`src/rtl/ctd_pkg.sv`:
```
package ctd_pkg;

    typedef enum logic {
        ST_IDLE  = 1'b0,
        ST_APPLY = 1'b1
    } ctd_state_e;

endpackage

```
`src/rtl/ctd_way_lookup.sv`:
```
module ctd_way_lookup #(
    parameter int WAYS   = 4,
    parameter int TAG_W  = 8,
    parameter int RANK_W = 2,
    parameter int WAY_W  = 2
) (
    input  logic [WAYS*TAG_W-1:0]  tags_flat,
    input  logic [WAYS-1:0]        vld,
    input  logic [WAYS*RANK_W-1:0] rank_flat,
    input  logic [TAG_W-1:0]       tag,
    output logic [WAYS-1:0]        hit_vec,
    output logic                   hit,
    output logic [WAY_W-1:0]       touch_way,
    output logic [WAYS*RANK_W-1:0] next_rank_flat
);

    localparam logic [RANK_W-1:0] OLDEST = RANK_W'(WAYS - 1);

    logic [WAY_W-1:0]  hit_way;
    logic [WAY_W-1:0]  victim_way;
    logic [RANK_W-1:0] touch_rank;

    always_comb begin
        hit_way    = '0;
        victim_way = '0;
        for (int w = 0; w < WAYS; w++) begin
            hit_vec[w] = vld[w] && (tags_flat[w*TAG_W +: TAG_W] == tag);
            if (hit_vec[w]) hit_way = WAY_W'(w);
            if (rank_flat[w*RANK_W +: RANK_W] == OLDEST) victim_way = WAY_W'(w);
        end
        hit       = |hit_vec;
        touch_way = hit ? hit_way : victim_way;
    end

    always_comb begin
        touch_rank = '0;
        for (int w = 0; w < WAYS; w++) begin
            if (WAY_W'(w) == touch_way) touch_rank = rank_flat[w*RANK_W +: RANK_W];
        end
        for (int w = 0; w < WAYS; w++) begin
            if (WAY_W'(w) == touch_way)
                next_rank_flat[w*RANK_W +: RANK_W] = '0;
            else if (rank_flat[w*RANK_W +: RANK_W] < touch_rank)
                next_rank_flat[w*RANK_W +: RANK_W] = rank_flat[w*RANK_W +: RANK_W] + 1'b1;
            else
                next_rank_flat[w*RANK_W +: RANK_W] = rank_flat[w*RANK_W +: RANK_W];
        end
    end

endmodule

```
`src/rtl/ctd_sat_counter.sv`:
```
module ctd_sat_counter #(
    parameter int CNT_W = 6
) (
    input  logic             clk,
    input  logic             rst_n,
    input  logic             clr,
    input  logic             inc,
    output logic [CNT_W-1:0] cnt
);

    localparam logic [CNT_W-1:0] CNT_MAX = '1;

    logic [CNT_W-1:0] cnt_q;
    logic [CNT_W-1:0] cnt_d;

    always_comb begin
        if (clr)
            cnt_d = CNT_W'(inc);
        else if (inc && (cnt_q != CNT_MAX))
            cnt_d = cnt_q + 1'b1;
        else
            cnt_d = cnt_q;
    end

    always_ff @(posedge clk or negedge rst_n) begin
        if (!rst_n) cnt_q <= '0;
        else        cnt_q <= cnt_d;
    end

    assign cnt = cnt_q;


    sat_hold_chk: assert property (@(posedge clk) disable iff (!rst_n)
        (cnt_q == CNT_MAX) && !clr |=> (cnt_q == CNT_MAX));


    clr_zero_chk: assert property (@(posedge clk) disable iff (!rst_n)
        clr |=> (cnt_q <= CNT_W'(1)));


    no_wrap_chk: assert property (@(posedge clk) disable iff (!rst_n)
        !clr |=> (cnt_q >= $past(cnt_q)));

endmodule

```
`src/rtl/contention_tagdir.sv`:
```
module contention_tagdir #(
    parameter int NUM_APPS    = 2,
    parameter int SET_BITS    = 6,
    parameter int SAMPLE_BITS = 2,
    parameter int WAYS        = 4,
    parameter int TAG_W       = 8,
    parameter int CNT_W       = 6,
    localparam int APP_W      = (NUM_APPS > 1) ? $clog2(NUM_APPS) : 1,
    localparam int OUT_W      = CNT_W + SAMPLE_BITS
) (
    input  logic                      clk,
    input  logic                      rst_n,
    input  logic                      acc_valid,
    input  logic [APP_W-1:0]          acc_app,
    input  logic [SET_BITS-1:0]       acc_set,
    input  logic [TAG_W-1:0]          acc_tag,
    input  logic                      acc_shared_miss,
    input  logic                      interval_clr,
    output logic [NUM_APPS*OUT_W-1:0] contention_cnt
);

    import ctd_pkg::*;

    localparam int SSET_W = SET_BITS - SAMPLE_BITS;
    localparam int SSETS  = 1 << SSET_W;
    localparam int RANK_W = (WAYS > 1) ? $clog2(WAYS) : 1;
    localparam int WAY_W  = RANK_W;

    ctd_state_e state_q, state_d;

    logic              acc_sampled;
    logic              apply_en;
    logic [APP_W-1:0]  st_app;
    logic [SSET_W-1:0] st_sset;
    logic [TAG_W-1:0]  st_tag;
    logic              st_miss;

    logic [TAG_W-1:0]  dir_tag  [NUM_APPS][SSETS][WAYS];
    logic              dir_vld  [NUM_APPS][SSETS][WAYS];
    logic [RANK_W-1:0] dir_rank [NUM_APPS][SSETS][WAYS];

    logic [WAYS*TAG_W-1:0]  cur_tags;
    logic [WAYS-1:0]        cur_vld;
    logic [WAYS*RANK_W-1:0] cur_rank;
    logic [WAYS-1:0]        lk_hit_vec;
    logic                   lk_hit;
    logic [WAY_W-1:0]       lk_touch;
    logic [WAYS*RANK_W-1:0] lk_next_rank;
    logic                   contention;
    logic [NUM_APPS-1:0]    cnt_inc;

    assign acc_sampled = acc_valid && (acc_set[SAMPLE_BITS-1:0] == '0);

    // state register
    always_ff @(posedge clk or negedge rst_n) begin
        if (!rst_n) state_q <= ST_IDLE;
        else        state_q <= state_d;
    end

    // next state: accept / chain / drain / hold
    always_comb begin
        unique case (state_q)
            ST_IDLE:  state_d = acc_sampled ? ST_APPLY : ST_IDLE;
            ST_APPLY: state_d = acc_sampled ? ST_APPLY : ST_IDLE;
            default:  state_d = ST_IDLE;
        endcase
    end

    // outputs of the controller
    always_comb begin
        unique case (state_q)
            ST_APPLY: apply_en = 1'b1;
            default:  apply_en = 1'b0;
        endcase
    end

    // access capture stage
    always_ff @(posedge clk or negedge rst_n) begin
        if (!rst_n) begin
            st_app  <= '0;
            st_sset <= '0;
            st_tag  <= '0;
            st_miss <= 1'b0;
        end else if (acc_sampled) begin
            st_app  <= acc_app;
            st_sset <= acc_set[SET_BITS-1:SAMPLE_BITS];
            st_tag  <= acc_tag;
            st_miss <= acc_shared_miss;
        end
    end

    always_comb begin
        for (int w = 0; w < WAYS; w++) begin
            cur_tags[w*TAG_W +: TAG_W]   = dir_tag[st_app][st_sset][w];
            cur_vld[w]                   = dir_vld[st_app][st_sset][w];
            cur_rank[w*RANK_W +: RANK_W] = dir_rank[st_app][st_sset][w];
        end
    end

    ctd_way_lookup #(
        .WAYS   (WAYS),
        .TAG_W  (TAG_W),
        .RANK_W (RANK_W),
        .WAY_W  (WAY_W)
    ) u_lookup (
        .tags_flat      (cur_tags),
        .vld            (cur_vld),
        .rank_flat      (cur_rank),
        .tag            (st_tag),
        .hit_vec        (lk_hit_vec),
        .hit            (lk_hit),
        .touch_way      (lk_touch),
        .next_rank_flat (lk_next_rank)
    );

    // shadow directory update
    always_ff @(posedge clk or negedge rst_n) begin
        if (!rst_n) begin
            for (int a = 0; a < NUM_APPS; a++)
                for (int s = 0; s < SSETS; s++)
                    for (int w = 0; w < WAYS; w++) begin
                        dir_tag[a][s][w]  <= '0;
                        dir_vld[a][s][w]  <= 1'b0;
                        dir_rank[a][s][w] <= RANK_W'(w);
                    end
        end else if (apply_en) begin
            dir_tag[st_app][st_sset][lk_touch] <= st_tag;
            dir_vld[st_app][st_sset][lk_touch] <= 1'b1;
            for (int w = 0; w < WAYS; w++)
                dir_rank[st_app][st_sset][w] <= lk_next_rank[w*RANK_W +: RANK_W];
        end
    end

    assign contention = apply_en && lk_hit && st_miss;

    generate
        for (genvar i = 0; i < NUM_APPS; i++) begin : g_app
            logic [CNT_W-1:0] raw_cnt;

            assign cnt_inc[i] = contention && (st_app == APP_W'(i));

            ctd_sat_counter #(
                .CNT_W (CNT_W)
            ) u_cnt (
                .clk   (clk),
                .rst_n (rst_n),
                .clr   (interval_clr),
                .inc   (cnt_inc[i]),
                .cnt   (raw_cnt)
            );

            assign contention_cnt[i*OUT_W +: OUT_W] = {raw_cnt, {SAMPLE_BITS{1'b0}}};
        end
    endgenerate


    tag_unique_chk: assert property (@(posedge clk) disable iff (!rst_n)
        apply_en |-> $onehot0(lk_hit_vec));


    one_app_inc_chk: assert property (@(posedge clk) disable iff (!rst_n)
        $onehot0(cnt_inc));


    unsampled_idle_chk: assert property (@(posedge clk) disable iff (!rst_n)
        (acc_valid && (acc_set[SAMPLE_BITS-1:0] != '0)) |=> !apply_en);


    accept_apply_chk: assert property (@(posedge clk) disable iff (!rst_n)
        acc_sampled |=> apply_en);

endmodule

```
`config.mk`:
```
export PLATFORM = sky130hd
export DESIGN_NAME = contention_tagdir
export DESIGN_NICKNAME = d
export VERILOG_FILES = /design/src/rtl/ctd_pkg.sv /design/src/rtl/ctd_way_lookup.sv /design/src/rtl/ctd_sat_counter.sv /design/src/rtl/contention_tagdir.sv
export SDC_FILE = /design/constraint.sdc
export NUM_CORES = 2
export LEC_CHECK = 0
export BUFFER_PORTS_ARGS = -buffer_cell sky130_fd_sc_hd__buf_4
export CAP_MARGIN = 20
export CORE_ASPECT_RATIO = 0.9
export CORE_MARGIN = 10
export CORE_UTILIZATION = 50
export CTS_CLUSTER_SIZE = 14
export DETAILED_ROUTE_END_ITERATION = 16
export PLACE_DENSITY = 0.76
export SLEW_MARGIN = 20
export SYNTH_ARGS = -nofsm -noshare
export SYNTH_HDL_FRONTEND = slang
export SYNTH_SLANG_ARGS = --single-unit
```
`constraint.sdc`:
```
create_clock -name clk -period 6.6 [get_ports clk]
set_input_delay 1.98 -clock clk [delete_from_list [all_inputs] [get_ports clk]]
set_output_delay 1.98 -clock clk [all_outputs]
set_load 0.1 [all_outputs]
```
=== After elaboration in Yosys (flattened, before gate mapping) ===
Cells that the tools add are included.

* Register bits: 1,435
* Logic and storage cells: 519
* Input bits: 20
* Output and inout port bits: 16

* Bitwise gates (word level): 5
* Mux-type cells: 76
* Reduce and logical (&&, ||, !) cells: 19
* Order comparisons: 10
* Add/sub/neg operators: 6
* Equal/unequal tests: 12

{| class="wikitable"
|+ Operators by type and width
! kind !! number
|-
| two-way mux 512 bit || 4
|-
| bitwise mux 1024 bit || 1
|-
| bitwise mux 256 bit || 4
|-
| two-way mux 128 bit || 7
|-
| demux 128 bit (select 1 bit) || 4
|-
| demux 512 bit (select 1 bit) || 1
|-
| two-way mux 64 bit || 4
|-
| binary-select mux 32 bit (select 4 bit) || 1
|-
| demux 32 bit (select 4 bit) || 1
|-
| demux 8 bit (select 4 bit) || 4
|-
| OR 128 bit || 1
|-
| two-way mux 32 bit || 3
|-
| demux 64 bit (select 1 bit) || 1
|-
| two-way mux 2 bit || 18
|-
| binary-select mux 8 bit (select 4 bit) || 1
|-
| equality test 8 bit || 4
|-
| two-way mux 8 bit || 4
|-
| two-way mux 6 bit || 5
|-
| binary-select mux 4 bit (select 4 bit) || 1
|-
| demux 4 bit (select 4 bit) || 1
|-
| demux 8 bit (select 2 bit) || 1
|-
| two-way mux 4 bit || 4
|-
| logical AND 1 bit || 14
|-
| adder 6 x 1 -> 6 bit, second input constant || 2
|-
| other kinds (21) || 37
|}

=== Longest topological paths before layout ===
* Depth in word-level cells: 25
* Gate-level depth with buffers: 25
* Gate-level depth less buffers: 14

=== Cells and area by module ===
From an unflattened synthesis, not the netlist that was laid out.

* Cells, all modules: 5,027
* Area, all modules: 66,754.0 µm²

{| class="wikitable"
|+ Modules (own cells, without submodules)
! module !! cells an instance !! sequential area each (µm²) !! instances !! area each (µm²)
|-
| contention_tagdir || 4,826 || 35,769.3 || 1 || 64,957.3
|-
| ctd_way_lookup || 133 || 0.0 || 1 || 1,098.6
|-
| ctd_sat_counter || 34 || 150.1 || 2 || 349.1
|}

=== Least setup slack after synthesis ===
OpenSTA, ideal clock, no wires.

* Kind: register to register
* Start point: reg st_app
* End point: reg dir_rank[101] in the netlist's numbering
* Period minus slack after synthesis: 5.619 ns
* Slack: 0.981 ns
* Library setup time: 0.125 ns
* Buffers on the path: 11
* Arrival time: 5.494 ns
* Cell stages (with the launch flop): 26
* Data required time: 6.475 ns
* Cell sequence: dfrtp_1 buf_6 buf_8 buf_6 buf_6 buf_6 buf_6 buf_6 buf_6 buf_2 buf_2 mux4_2 mux2i_1 nor2_1 nor4_1 inv_1 ha_1 a21o_1 nor2b_1 a22o_1 nor4_2 o31ai_4 o41a_1 o211a_4 buf_6 mux2_4

* Longest elaborated chain between the ends: 25
* Elaborated cells between the ends (all ways): 77
* Classes of those cells: 4 x add/sub; 6 x order compare; 10 x eq/ne; 49 x mux; 1 x bitwise; 7 x reduce/logical

{| class="wikitable"
|+ Ends and longest elaborated chain
! what !! line !! RTL
|-
| start: declaration || contention_tagdir.sv:33 || <nowiki>logic [APP_W-1:0] st_app;</nowiki>
|-
| start signal: assignment || contention_tagdir.sv:85 || <nowiki>st_app <= acc_app;</nowiki>
|-
| NOT 1 -> 2 bit (not written as such) * || n/a ||
|-
| two-way mux 512 bit (not written as such) (3 in a row) || contention_tagdir.sv:94 || <nowiki>cur_tags[w*TAG_W +: TAG_W] = dir_tag[st_app][st_sset][w];</nowiki>
|-
| binary-select mux 32 bit (select 4 bit) || contention_tagdir.sv:94 ||
|-
| two-way mux 32 bit (not written as such) (2 in a row) || contention_tagdir.sv:94 ||
|-
| equality test 8 bit || ctd_way_lookup.sv:27 || <nowiki>hit_vec[w] = vld[w] && (tags_flat[w*TAG_W +: TAG_W] == tag);</nowiki>
|-
| logical AND 1 bit || ctd_way_lookup.sv:27 ||
|-
| two-way mux 1 bit || ctd_way_lookup.sv:28 || <nowiki>if (hit_vec[w]) hit_way = WAY_W'(w);</nowiki>
|-
| two-way mux 2 bit (2 in a row) || ctd_way_lookup.sv:28 ||
|-
| two-way mux 2 bit || ctd_way_lookup.sv:32 || <nowiki>touch_way = hit ? hit_way : victim_way;</nowiki>
|-
| zero test 2 bit || ctd_way_lookup.sv:38, ctd_way_lookup.sv:41 ||
|-
| two-way mux 2 bit (4 in a row) || ctd_way_lookup.sv:38 || <nowiki>if (WAY_W'(w) == touch_way) touch_rank = rank_flat[w*RANK_W +: RANK_W];</nowiki>
|-
| less-than comparator 2 bit || ctd_way_lookup.sv:43 || <nowiki>else if (rank_flat[w*RANK_W +: RANK_W] < touch_rank)</nowiki>
|-
| two-way mux 2 bit || ctd_way_lookup.sv:43 ||
|-
| two-way mux 2 bit || ctd_way_lookup.sv:41 || <nowiki>if (WAY_W'(w) == touch_way)</nowiki>
|-
| bitwise mux 256 bit (3 in a row) || contention_tagdir.sv:130 || <nowiki>dir_rank[st_app][st_sset][w] <= lk_next_rank[w*RANK_W +: RANK_W];</nowiki>
|-
| bitwise mux 256 bit * || contention_tagdir.sv:130 ||
|-
| end signal: indexed assignment || contention_tagdir.sv:124 || <nowiki>dir_rank[a][s][w] <= RANK_W'(w);</nowiki>
|-
| end signal: indexed assignment || contention_tagdir.sv:130 ||
|-
| end: declaration || contention_tagdir.sv:40 || <nowiki>logic [RANK_W-1:0] dir_rank [NUM_APPS][SSETS][WAYS];</nowiki>
|}

Every way passes the cells marked *; elsewhere a longest branch is shown, timed or not. The select of a mux whose other input is x is not followed.
A chain may end at the register's enable or synchronous reset.

=== Final worst setup path ===
* Start point: reg st_app
* End point: reg dir_rank[3] in the netlist's numbering

Same word-level chain as after synthesis.

==> impl_metrics.env <==
export IMPL_crit_chain="buf_12 -> buf_4 -> mux4_2 -> mux2i_1 -> a22oi_1 -> nand2_1 -> xnor2_1 -> nor4_4 -> nor2b_1 -> a31o_1 -> o31ai_4 -> or3_4 -> o31ai_4 -> buf_4 -> o41ai_1"
export IMPL_synth_edf_count=0
export IMPL_grt_pass1_wl_mm=272
export IMPL_hold_class="flop to flop"
export IMPL_drv_cap=0
export IMPL_gp_congestion=0.913
export IMPL_start_util_pct=50.5
export IMPL_worstPathArrival_ns=6.84
export IMPL_syn_inst=4724
export IMPL_fin_hold_ws_ns=0.461
export IMPL_period_share_pct=93.7
export IMPL_synthSimpleGateAreaFrac_pct=4.99
export IMPL_stdcell_area_um2=74000
export IMPL_hpwl_mm=112
export IMPL_netlist_area_um2=66500
export IMPL_cts_tree="done"
export IMPL_place_area_um2=69100
export IMPL_worstPathRequired_ns=7.25
export IMPL_power_uw=21300
export IMPL_p_leak_uw=0.0354
export IMPL_fmax_ghz=0.162
export IMPL_synth_area_top_cells="dfrtp_1 (49%), mux2_2 (20%), mux4_2 (8.0%), dfstp_2 (5.1%), mux2i_1 (4.9%)"
export IMPL_outcome="completed"
export IMPL_viasPerCell=6.33
export IMPL_fin_nets=4771
export IMPL_die_area_um2=148000
export IMPL_cts_repair_resized=0
export IMPL_antenna_found_initial=4
export IMPL_portBuffers=31
export IMPL_dr_pass1_iters=9
export IMPL_startpoint_type="flop"
export IMPL_synth_area_leader_cell="dfrtp_1"
export IMPL_grt_pass1_vias=42709
export IMPL_cts_sinks=1435
export IMPL_synth_xor_area_share_pct=0.474
export IMPL_fin_util_pct=56.2
export IMPL_syn_to_final_growth_pct=11.2
export IMPL_synth_fa_ha_area_share_pct=0.0941
export IMPL_synthDominantCellAreaShare_pct=49.2
export IMPL_synth_warnings=0
export IMPL_synth_top_family_by_area="multiplexers"
export IMPL_postCtsSetupRepairBufs=0
export IMPL_finalHoldViolCount=0
export IMPL_numCtsBuffers=143
export IMPL_worstPathMaxFanout=32
export IMPL_postRouteAntennaNets=0
export IMPL_synth_compound_area_share_pct=4.26
export IMPL_die_height_um=366
export IMPL_core_area_um2=132000
export IMPL_grt_use_total_pct=23.7
export IMPL_synth_seq_cells=1435
export IMPL_fp_dieW_um=404
export IMPL_clk_latency_ns=0.79
export IMPL_worst_slew_pin_slew_ns=1.18
export IMPL_grt_max_degree=157
export IMPL_num_vias=41659
export IMPL_n_fill_cell=10286
export IMPL_slew_headroom_pct=21.1
export IMPL_clock_path_buffers=3
export IMPL_slowest_stage="dfrtp_4"
export IMPL_ir_drop_uv=277
export IMPL_tns_ns=0
export IMPL_drt_iter0_drc=4051
export IMPL_power_density_nw_per_um2=289
export IMPL_muxShareOfSynthArea_pct=33.2
export IMPL_drcViolationCount=0
export IMPL_ys_flop_type="dfrtp_1"
export IMPL_clk_pin_slew_ns=0.06
export IMPL_gr_total_overflow=0
export IMPL_std_cell_rows=126
export IMPL_clock_root_buffer="clkbuf_16"
export IMPL_period_needed_ns=6.18
export IMPL_endpoint_kind="flop"
export IMPL_async_flop_share_pct=100
export IMPL_fin_skew_ns=0.0310
export IMPL_cts_htree_levels=4
export IMPL_drive_above_1_share_pct=44.2
export IMPL_hold_buffers=0
export IMPL_setup_violations=0
export IMPL_crit_type="flop to flop"
export IMPL_routed_wl_mm=178
export IMPL_rsz0062_at_grt="false"
export IMPL_io_pins=36
export IMPL_avgSynthCellArea_um2=14.1
export IMPL_ys_types=75
export IMPL_slew_violations=0
export IMPL_seq_area_frac_synth_pct=54.2
export IMPL_worst_path_largest_cell_delay_ns=0.88
export IMPL_avgRoutedWirePerCell_um=27.0
-- power breakdown --
group	switching [µW]	total (µW)	internal [µW]
Sequential	451	9710	9260
Clock	3480	8410	4920
Combinational	1980	3220	1250
-- placed cells by master (no fill, tap or decap), drive strengths merged, types with 4 or more instances in the layout --
master	count
nor4	10
nand2b	68
and3	9
or2	71
diode	5
o21a	6
a21o	34
dfstp	128
a31oi	4
mux2i	325
o22ai	128
buf	235
nand3	49
o221ai	5
a22oi	27
clkbuf	208
a21oi	54
mux2	1183
dfrtp	1307
nand2	257
xor2	18
nor2	184
inv	18
mux4	239
nor3	20
clkinv	22
ha	5
xnor2	18
o31ai	6
conb	4
and2	4
nand4	15
o41ai	32
or3	6
o21ai	98
nor2b	8
a221oi	8
bufinv	11
-- area by class of cell --
type	count	area, µm²	share of cell area, %
sequential	1435	36100	48.8
multi-input combinational	2918	28700	38.9
clock buffer	208	4280	5.79
tap	1728	2160	2.92
timing repair buffer	235	2070	2.80
clock inverter	41	528	0.714
inverter	13	48.8	0.0660
antenna	5	12.5	0.0169
-- worst max-delay path: cells and delay by family, from the launching register on --
family	cells	cell delay, ns
XOR/XNOR	1	0.12
buffers and inverters	3	0.98
multiplexers	2	1.04
AND/OR/NAND/NOR	4	1.41
AO/OA/AOI/OAI	5	1.55
flip-flops	1	0.88
-- registers in the layout, summed over array words and instances, names as in the netlist --
register and count:
dir_rank 256, dir_tag 1024, dir_vld 128, g_app.u_cnt.cnt 12
st_app 1, st_miss 1, st_sset 4, st_tag 8
state_q 1
-- final timing paths --
path	startpoint	end	slack (ns)	cells past startpoint
worst min register to register	dir_vld[26]	dir_vld[26]	0.46	1
max in group asynchronous	rst_n	dir_tag[125]	3.83	2
min in group asynchronous	rst_n	dir_tag[834]	1.16	1
worst max register to register	st_app	dir_rank[3]	0.42	15
worst min-delay path	dir_vld[26]	dir_vld[26]	0.46	1
worst max-delay path	st_app	dir_rank[3]	0.42	15
-- cells by family after synthesis --
| kind of cell | count (synthesis) |
|---|---|
| AO/OA/AOI/OAI | 418 |
| flip-flops | 1435 |
| multiplexers | 1747 |
| buffers and inverters | 374 |
| other | 1 |
| adder cells (fa/ha/maj) | 5 |
| XOR/XNOR | 36 |
| AND/OR/NAND/NOR | 708 |
-- per-layer routing --
layer	global-route usage, %	routed length (µm)	vias to the layer above
met3	4.93	13700	438
met1	32.9	75100	22159
met2	36.6	82300	1738
li1	-	-	17320
met4	8.84	6650	4
met5	0	27	-
-- cells in the mapped netlist (all sizes together) (13+ instances only) --
master and instances:
dfrtp 1307, nor3 20, o41ai 32, dfstp 128, xor2 18, clkbuf 234, or2 71, inv 13
nand2b 68, a22oi 27, nand2 257, xnor2 18, o22ai 128, a21o 34, nor2 184, mux2i 325
nand3 49, a21oi 54, nand4 15, buf 127, mux2 1183, mux4 239, o21ai 98
-- through the flow --
stage                     setup slack (ns)  cells
after floorplan                      0.981   4727
after global placement               0.710   6329
after detailed placement             0.566   6329
after CTS                            0.564   6578
after global routing                 0.260   6578
final                                0.415   6583
No activity file was read; power rests on OpenSTA's default activity.
